**src/rtl/plcp_pkg.sv**
```systemverilog
package plcp_pkg;
   localparam logic [7:0] FRM_A1  = 8'hF6;
   localparam logic [7:0] FRM_A2  = 8'h28;
   localparam logic [3:0] TRL_NIB = 4'hC;

   typedef enum logic [2:0] {SL_A1, SL_A2, SL_POI, SL_POH, SL_CELL, SL_TRL} slot_e;

   // identifier byte: index in the high nibble, even-parity bit in bit 0
   function automatic logic [7:0] poi_code(input logic [3:0] k);
      poi_code = {k, 3'b000, ^k};
   endfunction

   // stuff-phase marker
   function automatic logic [7:0] c1_code(input logic [1:0] ph);
      case (ph)
         2'd0:    c1_code = 8'hFF;
         2'd1:    c1_code = 8'h00;
         default: c1_code = 8'h66;
      endcase
   endfunction
endpackage

```
**src/rtl/plcp_seq.sv**
```systemverilog
module plcp_seq
   import plcp_pkg::*;
#(
   parameter int ROWS       = 12,
   parameter int CELL_BYTES = 53,
   parameter int TRL_SHORT  = 13,
   localparam int RW        = $clog2(ROWS)
) (
   input  logic          clk,
   input  logic          rst_n,
   input  logic          en,
   input  logic          tick,
   output logic [RW-1:0] row,
   output slot_e         slot,
   output logic          hi,
   output logic [1:0]    phase,
   output logic          frm_first,
   output logic          frm_last
);
   localparam int ROW_NIB = 2 * (4 + CELL_BYTES);
   localparam int NW      = $clog2(ROW_NIB);
   localparam int TW      = $clog2(TRL_SHORT + 2);

   logic [NW-1:0] nib;
   logic          in_trl;
   logic [TW-1:0] trl_cnt;
   logic [TW-1:0] trl_len;
   logic [NW-2:0] byte_idx;

   assign trl_len  = (phase == 2'd1) ? TW'(TRL_SHORT + 1) : TW'(TRL_SHORT);
   assign byte_idx = nib[NW-1:1];
   assign hi       = ~nib[0];

   always_comb begin
      if (in_trl)                           slot = SL_TRL;
      else if (byte_idx == '0)              slot = SL_A1;
      else if (byte_idx == (NW-1)'(1))      slot = SL_A2;
      else if (byte_idx == (NW-1)'(2))      slot = SL_POI;
      else if (byte_idx == (NW-1)'(3))      slot = SL_POH;
      else                                  slot = SL_CELL;
   end

   assign frm_first = !in_trl && (row == '0) && (nib == '0);
   assign frm_last  = in_trl && (trl_cnt == trl_len - TW'(1));

   always_ff @(posedge clk) begin
      if (!rst_n || !en) begin
         nib     <= '0;
         row     <= '0;
         in_trl  <= 1'b0;
         trl_cnt <= '0;
         phase   <= 2'd0;
      end else if (tick) begin
         if (!in_trl) begin
            if (nib == NW'(ROW_NIB - 1)) begin
               nib <= '0;
               if (row == RW'(ROWS - 1)) begin
                  row     <= '0;
                  in_trl  <= 1'b1;
                  trl_cnt <= '0;
               end else begin
                  row <= row + RW'(1);
               end
            end else begin
               nib <= nib + NW'(1);
            end
         end else if (frm_last) begin
            in_trl  <= 1'b0;
            trl_cnt <= '0;
            phase   <= (phase == 2'd2) ? 2'd0 : phase + 2'd1;
         end else begin
            trl_cnt <= trl_cnt + TW'(1);
         end
      end
   end
endmodule

```
**src/rtl/plcp_bip.sv**
```systemverilog
module plcp_bip #(
   parameter int W = 8
) (
   input  logic         clk,
   input  logic         rst_n,
   input  logic         clr,
   input  logic         acc_en,
   input  logic [W-1:0] din,
   input  logic         close,
   output logic [W-1:0] parity
);
   logic [W-1:0] acc;

   always_ff @(posedge clk) begin
      if (!rst_n || clr) begin
         acc    <= '0;
         parity <= '0;
      end else if (close) begin
         parity <= acc ^ (acc_en ? din : '0);
         acc    <= '0;
      end else if (acc_en) begin
         acc <= acc ^ din;
      end
   end
endmodule

```
**src/rtl/plcp_ohser.sv**
```systemverilog
module plcp_ohser #(
   parameter int W = 8
) (
   input  logic         clk,
   input  logic         rst_n,
   input  logic         shift,
   input  logic         din,
   output logic [W-1:0] q
);
   always_ff @(posedge clk) begin
      if (!rst_n)     q <= '0;
      else if (shift) q <= {q[W-2:0], din};
   end
endmodule

```
**src/rtl/plcp_tx.sv**
```systemverilog
module plcp_tx
   import plcp_pkg::*;
#(
   parameter int ROWS       = 12,
   parameter int CELL_BYTES = 53,
   parameter int TRL_SHORT  = 13,
   parameter int B1_ROW     = 7,
   parameter int G1_ROW     = 8,
   parameter int C1_ROW     = 11
) (
   input  logic       clk,
   input  logic       rst_n,
   input  logic       plcp_en,
   input  logic       tick,
   input  logic [7:0] cell_data,
   output logic       cell_take,
   input  logic       oh_ext,
   input  logic       ser_en,
   input  logic       ser_bit,
   input  logic [3:0] rx_febe,
   input  logic       rx_yellow,
   input  logic [2:0] rx_link,
   output logic [3:0] tx_nib,
   output logic       tx_vld,
   output logic       tx_sof
);
   localparam int RW = $clog2(ROWS);

   generate
      if (ROWS < 2 || ROWS > 16) begin : g_bad_rows
         $error("ROWS must fit the 4-bit identifier index");
      end
      if (B1_ROW >= ROWS || G1_ROW >= ROWS || C1_ROW >= ROWS) begin : g_bad_oh_row
         $error("overhead rows must lie inside the frame");
      end
      if (B1_ROW == G1_ROW || B1_ROW == C1_ROW || G1_ROW == C1_ROW) begin : g_oh_clash
         $error("overhead rows must be distinct");
      end
      if (TRL_SHORT < 1 || CELL_BYTES < 1) begin : g_bad_len
         $error("trailer and cell lengths must be positive");
      end
   endgenerate

   logic [RW-1:0] row;
   slot_e         slot;
   logic          hi;
   logic [1:0]    phase;
   logic          frm_first;
   logic          frm_last;
   logic          byp_lo;
   logic [7:0]    poh_val;
   logic [7:0]    poh_hold;
   logic [7:0]    b1_val;
   logic [7:0]    sr_q;
   logic [7:0]    cur_byte;
   logic [3:0]    nib_val;
   logic [3:0]    poi_k;
   logic          bip_en;

   plcp_seq #(.ROWS(ROWS), .CELL_BYTES(CELL_BYTES), .TRL_SHORT(TRL_SHORT)) u_seq (
      .clk(clk), .rst_n(rst_n), .en(plcp_en), .tick(tick),
      .row(row), .slot(slot), .hi(hi), .phase(phase),
      .frm_first(frm_first), .frm_last(frm_last)
   );

   plcp_ohser #(.W(8)) u_ser (
      .clk(clk), .rst_n(rst_n), .shift(ser_en), .din(ser_bit), .q(sr_q)
   );

   assign bip_en = tick && plcp_en && !hi && (slot == SL_POH || slot == SL_CELL);

   plcp_bip #(.W(8)) u_bip (
      .clk(clk), .rst_n(rst_n), .clr(!plcp_en), .acc_en(bip_en),
      .din((slot == SL_POH) ? poh_hold : cell_data),
      .close(tick && plcp_en && frm_last), .parity(b1_val)
   );

   assign poi_k = 4'(ROWS - 1) - 4'(row);

   always_comb begin
      if (row == RW'(B1_ROW))      poh_val = b1_val;
      else if (row == RW'(G1_ROW)) poh_val = {rx_febe, rx_yellow, rx_link};
      else if (row == RW'(C1_ROW)) poh_val = c1_code(phase);
      else                         poh_val = oh_ext ? sr_q : 8'h00;
   end

   always_comb begin
      case (slot)
         SL_A1:   cur_byte = FRM_A1;
         SL_A2:   cur_byte = FRM_A2;
         SL_POI:  cur_byte = poi_code(poi_k);
         SL_POH:  cur_byte = hi ? poh_val : poh_hold;
         SL_CELL: cur_byte = cell_data;
         default: cur_byte = 8'h00;
      endcase
      if (!plcp_en)              nib_val = byp_lo ? cell_data[3:0] : cell_data[7:4];
      else if (slot == SL_TRL)   nib_val = TRL_NIB;
      else                       nib_val = hi ? cur_byte[7:4] : cur_byte[3:0];
   end

   assign cell_take = tick && (plcp_en ? (slot == SL_CELL && !hi) : byp_lo);

   always_ff @(posedge clk) begin
      if (!rst_n) begin
         tx_vld   <= 1'b0;
         tx_sof   <= 1'b0;
         tx_nib   <= 4'h0;
         poh_hold <= 8'h00;
         byp_lo   <= 1'b0;
      end else begin
         tx_vld <= tick;
         tx_sof <= tick && plcp_en && frm_first;
         if (tick) tx_nib <= nib_val;
         if (tick && plcp_en && slot == SL_POH && hi) poh_hold <= poh_val;
         if (plcp_en)   byp_lo <= 1'b0;
         else if (tick) byp_lo <= ~byp_lo;
      end
   end
endmodule

```
**config.mk**
```make
export PLATFORM = sky130hd
export DESIGN_NAME = plcp_tx
export DESIGN_NICKNAME = d
export VERILOG_FILES = /design/src/rtl/plcp_pkg.sv /design/src/rtl/plcp_seq.sv /design/src/rtl/plcp_bip.sv /design/src/rtl/plcp_ohser.sv /design/src/rtl/plcp_tx.sv
export SDC_FILE = /design/constraint.sdc
export NUM_CORES = 1
export LEC_CHECK = 0
export ABC_AREA = 1
export BUFFER_PORTS_ARGS = -buffer_cell sky130_fd_sc_hd__buf_4
export CAP_MARGIN = 20
export CELL_PAD_IN_SITES_DETAIL_PLACEMENT = 0
export CELL_PAD_IN_SITES_GLOBAL_PLACEMENT = 2
export CORE_ASPECT_RATIO = 0.75
export CORE_MARGIN = 3
export CORE_UTILIZATION = 33
export CTS_BUF_LIST = sky130_fd_sc_hd__clkbuf_16
export DETAILED_ROUTE_END_ITERATION = 6
export GPL_ROUTABILITY_DRIVEN = 0
export PLACE_DENSITY = 0.83
export SETUP_SLACK_MARGIN = 0.3
export SYNTH_ARGS = -nofsm -noshare
export SYNTH_HDL_FRONTEND = slang
export SYNTH_SLANG_ARGS = --single-unit
```
**constraint.sdc**
```tcl
create_clock -name clk -period 1.71 [get_ports clk]
set_input_delay 0 -clock clk [delete_from_list [all_inputs] [get_ports clk]]
set_output_delay 0 -clock clk [all_outputs]
set_load 0.02 [all_outputs]
```
## Word-level counts from Yosys, hierarchy flattened

Cells that the tools add are included.

| storage, ports and cells | value |
|---|---|
| word-level logic and storage cells | 102 |
| output and inout port bits | 7 |
| input bits | 23 |
| register bits | 57 |

| cells by class | value |
|---|---|
| reduce and logical (&&, ||, !) cells | 31 |
| mux-type cells | 31 |
| add/sub/neg operators | 6 |
| bitwise logic cells | 6 |
| eq/ne operators | 15 |

Operator list:

| cell | number |
|---|---|
| $mux 8 | 7 |
| $pmux 8 s5 | 1 |
| $mux 4 | 9 |
| $pmux 8 s2 | 1 |
| $xor 8x8->8 | 2 |
| $mux 3 | 5 |
| $eq 6x2->1 const B | 2 |
| $logic_and 1x1->1 | 12 |
| $reduce_and 3->1 | 3 |
| $add 4x1->4 const B | 2 |
| $eq 4x4->1 const B | 2 |
| $add 7x1->7 const B | 1 |
| $eq 7x7->1 const B | 1 |
| $logic_not 7->1 | 1 |
| $mux 7 | 1 |
| $eq 3x2->1 const B | 2 |
| $eq 3x3->1 const B | 2 |
| $eq 6x1->1 const B | 1 |
| $logic_not 6->1 | 1 |
| $mux 1 | 5 |
| $eq 4x3->1 const B | 1 |
| $eq 4x4->1 | 1 |
| $logic_not 4->1 | 1 |
| $mux 2 | 2 |
| 15 further kinds | 23 |

## Depth between registers and ports, before layout

Gate-level depths: netlist of run 1.

| depth | value |
|---|---|
| depth in word-level cells | 11 |
| mapped depth | 14 |
| depth with buffers taken out | 14 |

## By module

A second synthesis of run 1 with hierarchy kept.

| unflattened totals | value |
|---|---|
| cell total of the unflattened synthesis | 538 |
| area total of the unflattened synthesis | 3502.1 sq um |

Modules (own cells, without submodules):

| module | times used | cells each | area an instance (sq um) |
|---|---|---|---|
| plcp_tx | 1 | 243 | 1377.6 |
| plcp_seq | 1 | 148 | 1059.8 |
| plcp_bip | 1 | 96 | 708.2 |
| plcp_ohser | 1 | 51 | 356.6 |

## Least setup slack after synthesis of run 1

OpenSTA, ideal clock, no wires.

| timing path | value |
|---|---|
| kind | register to register |
| start point | reg u_seq.row[2] |
| end point | reg tx_nib[1] |
| buffers on the path | 1 |
| period minus slack after synthesis | 1.584 ns |
| cell stages (with the launch flop) | 11 |
| data arrival time | 1.465 ns |
| slack | 0.126 ns |
| path through | dfxtp_1 inv_1 ha_1 nand2_1 buf_2 o21ai_0 o21bai_1 nand3_1 o211ai_1 nand2_1 a21oi_1 |

| between the ends | value |
|---|---|
| longest elaborated chain between the ends | 9 |
| elaborated cells on any way between the ends | 11 |
| classes of those cells | eq/ne: 3; mux: 8 |

RTL lines:

| what | line | RTL |
|---|---|---|
| start, declared | plcp_seq.sv:13 | `output logic [RW-1:0] row,` |
| start signal, assigned | plcp_seq.sv:62 | `row <= row + RW'(1);` |
| $eq 4x4->1 | plcp_tx.sv:83 | `else if (row == RW'(C1_ROW)) poh_val = c1_code(phase);` |
| $mux 8 | plcp_tx.sv:83 |  |
| $mux 8 | plcp_tx.sv:82 | `else if (row == RW'(G1_ROW)) poh_val = {rx_febe, rx_yellow, rx_link};` |
| $mux 8 * | plcp_tx.sv:81 | `if (row == RW'(B1_ROW)) poh_val = b1_val;` |
| $mux 8 * | plcp_tx.sv:92 | `SL_POH: cur_byte = hi ? poh_val : poh_hold;` |
| $pmux 8 s5 * | plcp_tx.sv:88 | `case (slot)` |
| $mux 4 * | plcp_tx.sv:98 | `else nib_val = hi ? cur_byte[7:4] : cur_byte[3:0];` |
| $mux 4 * | plcp_tx.sv:97 | `else if (slot == SL_TRL) nib_val = TRL_NIB;` |
| $mux 4 * | plcp_tx.sv:96 | `if (!plcp_en) nib_val = byp_lo ? cell_data[3:0] : cell_data[7:4];` |
| end signal, assigned | plcp_tx.sv:113 | `if (tick) tx_nib <= nib_val;` |
| end, declared | plcp_tx.sv:23 | `output logic [3:0] tx_nib,` |

Every way passes the cells marked *; elsewhere a longest branch is shown, timed or not.
A chain may end at the register's enable or synchronous reset.

## Worst setup path in the final report of run 1

| timing path | value |
|---|---|
| start point | reg u_seq.nib[1] |
| end point | reg u_seq.trl_cnt[2] |

| between the ends | value |
|---|---|
| longest elaborated chain between the ends | 3 |

RTL lines:

| what | line | RTL |
|---|---|---|
| start, declared | plcp_seq.sv:24 | `logic [NW-1:0] nib;` |
| start signal, assigned | plcp_seq.sv:65 | `nib <= nib + NW'(1);` |
| $eq 7x7->1 | plcp_seq.sv:55 | `if (nib == NW'(ROW_NIB - 1)) begin` |
| $reduce_bool 2->1 (no line) | n/a |  |
| $reduce_and 3->1 (no line) | n/a |  |
| end signal, assigned | plcp_seq.sv:72 | `trl_cnt <= trl_cnt + TW'(1);` |
| end, declared | plcp_seq.sv:26 | `logic [TW-1:0] trl_cnt;` |

Every way passes these cells.

==> summary.txt, run 1 <==
Outcome
  – Status: finished clean

Synth
  – Ys Warns: 0
  – Count leader, synth: nand2_1
  – Number of synthesized flops with an enable pin: 0
  – Synth Net Count: 499
  – Top cell type's share of synthesized area: 35.7%
  – Register area share after synthesis: 35.7%
  – Synthesized area per cell: 6.85 um2
  – Post-synth ARST share: 0%
  – Gate Count Post-Synth: 467
  – Leading area contributor after synthesis: dfxtp_1
  – Synth area leaders: dfxtp_1 36%, nand2_1 12%, nor2_1 6.7%, inv_1 6.5%, o21ai_0 6.3%
  – Synth Cell Area: 3200 um2
  – Primary FF master, synth: dfxtp_1
  – Commonest cells in the netlist: 101 x nand2_1, 57 x dfxtp_1, 57 x nor2_1, 55 x inv_1, 40 x o21ai_0
  – Netlist cell types: 40
  – Post-synthesis register bit count: 57

Global route
  – Largest net degree at the start of global routing: 20
  – Vias in the first global route: 3250
  – Total global routing overflow: 0
  – Total GRT Usage: 20.0%
  – Initial antenna violation count: 0
  – First-pass GRT wire length: 17200 um

CTS
  – CTS HTree Levels: 3
  – Clock Latency Late Sink: 330 ps
  – CTS Buf Count: 9
  – Reg clk slew, reported paths: 50 ps
  – CTS Buffer Depth: 2
  – CTS tree: built
  – Clock root buffer master: clkbuf_16
  – CTS sink count: 57

Routing
  – DR WL/cell: 15.8 um
  – DR pass1 iterations: 4
  – Vias per inst: 4.94
  – Via Count: 3441
  – Drc violations: 0
  – Post-DRT Antenna Nets: 0
  – Detailed-route wire length: 11000 um
  – Iteration-0 DRC Markers: 294

Setup path
  – Crit. End Element: register
  – Arrival time at the worst endpoint: 1860 ps
  – CP Max Fanout: 5
  – Worst Path Required: 1930 ps
  – Critical Path Start Type: register
  – Crit Path Category: reg -> reg

STA
  – Setup Viol. Count Final: 0
  – Part of the cycle the worst path needs: 96.3%
  – Hold_ws: 35.4 ps
  – Unrepaired setup endpoints after global routing: true
  – Final min period: 1650 ps
  – Clock skew: 7.23 ps
  – Final WS setup: 63.5 ps
  – Slew Limit Headroom: 63.4%
  – Worst Max-Slew Pin Slew: 546 ps
  – Pins Over Slew Limit: 0
  – Fmax: 607 MHz
  – Final hold vios: 0

Pwr
  – Seq pwr share: 40.3%
  – Power Density: 684 nW/um2
  – Max IR drop VDD: 0.538 mV
  – Comb pwr share: 8.7%
  – Sw Pwr: 826 uW
  – Pleak: 0.00206 uW
  – Switch share: 24.4%
  – Internal power: 2560 uW
  – Clock network power share: 50.9%

Layout
  – Syn-to-layout area delta: 55.0%
  – # nets final: 597
  – Ant. Diodes: 0
  – Reg area: 1170 um2
  – Footprint of the multi-input gates: 2300 um2
  – Layout fillers: 886
  – Share of layout cells above drive strength 1: 40.9%

Die
  – Core Footprint: 9230 um2
  – Starting Density: 34.6%
  – Placement Rows: 30
  – Top Ports: 30
  – Die W: 120 um
  – DIE AREA: 10900 um2
  – Die height: 91.2 um

Placed design
  – Place WS: -15.8 ps
  – Port Buffers: 29
  – Dpl hpwl: 7400 um

Flow run
  – Max_cap viols: 0

Min path
  – Hold Path Class: in -> reg
## worst paths after layout
| kind | to | cells after the start | startpoint | slack (ps) |
|---|---|---|---|---|
| min | tx_nib[0] | 3 | plcp_en | 40 |
| max | u_seq.trl_cnt[2] | 9 | u_seq.nib[1] | 60 |
| max reg2reg | u_seq.trl_cnt[2] | 9 | u_seq.nib[1] | 60 |
| min reg2reg | u_ser.q[0] | 2 | u_ser.q[0] | 490 |
## sequential cells by signal, summed over array words and instances (netlist names)
| register | flops |
|---|---|
| tx_sof | 1 |
| u_seq.trl_cnt | 4 |
| u_bip.parity | 8 |
| u_seq.row | 4 |
| u_seq.phase | 2 |
| byp_lo | 1 |
| poh_hold | 8 |
| tx_nib | 4 |
| u_ser.q | 8 |
| tx_vld | 1 |
| u_seq.in_trl | 1 |
| u_seq.nib | 7 |
| u_bip.acc | 8 |
## power by group through the flow
stage | clock network, uW | logic [uW] | registers, uW
floorplan | 0 | 115 | 1410
global placement | 0 | 247 | 1400
detailed placement | 0 | 246 | 1400
CTS | 1760 | 275 | 1370
global route | 1820 | 320 | 1370
finish | 1730 | 296 | 1370
## area by class of cell
type                    count  area share (%)
inverters                  64            5.40
repair buffers             92            15.8
well taps                 128            3.23
clock buffers               9            4.55
multi-input cells         341            46.4
clock inverters             6            1.06
flip-flops and latches     57            23.6
## logic make-up after synthesis
group	share of synthesized area (%)
flops	35.7
fa+ha+maj	3.52
simple gates	31.5
buf+inv	9.00
xor+xnor	3.01
compound gates	17.3
## placed cells by master, fill, tap and decap left out, drive strengths merged
cell         count
buf             89
or2              1
nand3           30
clkbuf           9
inv             63
dfxtp           57
o21ai           47
xnor2            1
a21boi           2
nor2            65
dlygate4sd3      3
a211oi           4
ha               9
nand2          109
o21a             1
bufinv           1
xor2            10
nor3b            5
nor3             9
a31oi            2
o21bai           1
nor4             2
clkinv           6
a21oi           31
nand4            3
a22oi            1
o211ai           8
## routing by layer
layer / global-route usage, % / wire length, um / vias to the layer above
met1: 30.4 / 5710 / 1631
met5: 0 / 0 / -
met4: 4.48 / 118 / 0
li1: - / - / 1718
met2: 28.6 / 4700 / 80
met3: 4.30 / 458 / 12
## timing repair
action                                  CTS  global route
hold endpoints to repair                  6             0
resized for setup                       103            57
endpoints found under the setup margin   46            47
pin swaps                                46            18
buffers inserted                         22             9
gates cloned                              4             0
hold buffers                              3             0
## metrics by stage
stage,utilization [%],total power [uW],setup TNS (ps),instance area (um2),instances
4_1_cts,50.4,3410,0,4650,688
3_3_place_gp,41.4,1650,-86.2,3820,644
6_report,53.7,3390,0,4950,697
3_5_place_dp,41.4,1650,-15.8,3820,644
5_1_grt,53.7,3510,-169,4950,697
2_1_floorplan,-,1520,0,3270,467
## critical path: stages, from the launching register on
cell and delay (ps):
dfxtp_2 330, inv_2 70, ha_4 120, inv_2 40, nor4_4 370, nand3_2 210, o21ai_4 160, nand3_2 90
nand3_1 90, nor2_1 50
(Power assumes the default switching activity.)
==> inputs of run 2 (changes only) <==
==> constraint.sdc (replaced) <==
create_clock -name clk -period 1.6 [get_ports clk]
set_input_delay 0 -clock clk [delete_from_list [all_inputs] [get_ports clk]]
set_output_delay 0 -clock clk [all_outputs]
set_load 0.02 [all_outputs]
==> run 2 against run 1 <==
  * The flow now finishes with violations (negative setup slack)
  * Non-clock buffer count rose by 33
  * Count of clock-buffer cells in the layout unchanged
  * Global-route usage grew 0.35 points
  * Die area is the same
  * Critical path depth rose by 1
  * Clock power grew 18%
  * Sequential cell count unchanged
  * Power grew 13%
  * Maximum frequency about the same
  * Register-to-register slack got worse by 110 ps
  * Design area grew 8.9%
  * Sequential power rose by 7%
  * Critical endpoint is now u_bip.parity[0]
==> summary.txt, run 2 (synthesized netlist as in run 1, its figures left out) <==
Outcome
  – Status: complete, but fails checks
  – Failing checks: negative setup slack

CTS
  – CTS HTree Levels: 3
  – CTS Buffer Depth: 2
  – CTS Buf Count: 9
  – Clock root buffer master: clkbuf_16
  – Clock Latency Late Sink: 330 ps
  – CTS sink count: 57
  – CTS tree: built
  – Reg clk slew, reported paths: 60 ps

Global route
  – Total GRT Usage: 20.3%
  – Total global routing overflow: 0
  – Vias in the first global route: 3389
  – First-pass GRT wire length: 17400 um
  – Initial antenna violation count: 0
  – Largest net degree at the start of global routing: 20

Routing
  – Drc violations: 0
  – Post-DRT Antenna Nets: 0
  – Vias per inst: 4.96
  – Iteration-0 DRC Markers: 216
  – DR pass1 iterations: 5
  – DR WL/cell: 15.5 um
  – Via Count: 3623
  – Detailed-route wire length: 11300 um

Die
  – Top Ports: 30
  – Starting Density: 34.6%
  – DIE AREA: 10900 um2
  – Die W: 120 um
  – Placement Rows: 30
  – Core Footprint: 9230 um2
  – Die height: 91.2 um

Layout
  – Most frequent cells in the layout: 92 x buf_4, 86 x nand2_1, 46 x nor2_1
  – Final core occ: 58.4%
  – Ant. Diodes: 0
  – Commonest non-fill, non-tap cell in the layout: buf_4
  – Share of layout cells above drive strength 1: 45.8%
  – Layout fillers: 852
  – Footprint of the multi-input gates: 2400 um2
  – Fin cells: 731
  – Reg area: 1170 um2
  – # nets final: 630
  – Syn-to-layout area delta: 68.8%

Pwr
  – Comb pwr share: 8.7%
  – Power Density: 710 nW/um2
  – Internal power: 2920 uW
  – Power, Total: 3830 uW
  – Sw Pwr: 913 uW
  – Clock network power share: 53.3%
  – Seq pwr share: 38.0%
  – Max IR drop VDD: 0.490 mV
  – Switch share: 23.8%
  – Pleak: 0.00228 uW

Setup path
  – Critical path's largest stage delay: 330 ps
  – CP max-delay cell: dfxtp_2
  – Crit. End Element: register
  – Arrival time at the worst endpoint: 1870 ps
  – Worst Path Required: 1820 ps
  – Crit path cell chain: nor2_4 > nand2_4 > nor2_4 > nand2_4 > a21boi_4 > buf_6 > nand2_2 > xor2_2 > o21ai_1 > inv_1
  – Crit Path Category: reg -> reg
  – Critical Path Start Type: register
  – CP Max Fanout: 6

Flow run
  – Max_cap viols: 0

STA
  – Pins Over Slew Limit: 0
  – Fmax: 607 MHz
  – Unrepaired setup endpoints after global routing: true
  – Sum Neg Setup Slack: -273 ps
  – Part of the cycle the worst path needs: 103%
  – Final WS setup: -47.8 ps
  – Hold_ws: 40.2 ps
  – Worst Max-Slew Pin Slew: 725 ps
  – Clock skew: 5.76 ps
  – Setup Viol. Count Final: 12
  – Slew Limit Headroom: 51.4%
  – Final min period: 1650 ps
  – Final hold vios: 0

Placed design
  – Cells after DPL: 677
  – Dpl hpwl: 7700 um
  – Port Buffers: 29

Min path
  – Hold Path Class: in -> reg
[run 2: cell count changes in the layout (fill, tap and decap cells not counted), sizes merged]
cell	delta
buf	+33
inv	-2
bufinv	+1
clkinv	+1
clkinvlp	+1
[run 2: path summary, 6_finish.rpt]
| path | depth (start not counted) | end | slack, ps | startpoint |
|---|---|---|---|---|
| setup reg to reg | 10 | u_bip.parity[0] | -50 | u_seq.nib[6] |
| hold reg to reg | 2 | tx_nib[2] | 470 | tx_nib[2] |
| setup / recovery | 10 | u_bip.parity[0] | -50 | u_seq.nib[6] |
| hold / removal | 3 | poh_hold[7] | 40 | rst_n |
[run 2: repair_timing]
action,CTS,global route
setup buffers,21,10
resized for setup,94,81
setup endpoints to repair,47,48
cloned,3,1
pin swaps,34,30
endpoints found under the hold margin,6,0
hold buffers,3,0
[run 2: cell type report]
| class | instances | share of cell area, % |
|---|---|---|
| flip-flops and latches | 57 | 21.7 |
| well taps | 128 | 2.97 |
| multi-input cells | 341 | 44.4 |
| clock inverters | 7 | 1.58 |
| repair buffers | 125 | 20.1 |
| clock buffers | 9 | 4.17 |
| inverters | 64 | 5.06 |
[run 2: worst max-delay path: cells and delay by family, from the launching register on]
family / cells / cell delay (ps)
xor+xnor: 1 / 190
flops: 1 / 330
simple gates: 5 / 550
buf+inv: 2 / 160
compound gates: 2 / 300
[run 2: power by group through the flow]
| stage | registers, uW | logic, uW | clock network, uW |
|---|---|---|---|
| detailed placement | 1490 | 276 | 0 |
| floorplan | 1500 | 124 | 0 |
| global placement | 1490 | 277 | 0 |
| finish | 1460 | 332 | 2040 |
| global route | 1460 | 360 | 2140 |
| CTS | 1460 | 307 | 2090 |
[run 2: per-layer routing]
| metal | vias up | track usage, % | wire length, um |
|---|---|---|---|
| met2 | 115 | 30.2 | 5060 |
| met1 | 1709 | 29.5 | 5520 |
| met3 | 14 | 4.36 | 583 |
| met4 | 0 | 5.91 | 143 |
| met5 | - | 0 | 0 |
| li1 | 1785 | - | - |
[run 2: through the flow]
step	setup slack, ps	area [um2]
finish	-47.8	5400
global route	-162	5400
CTS	-42.8	4940
detailed placement	-85.3	4120
global placement	-103	4120
floorplan	90.3	3330
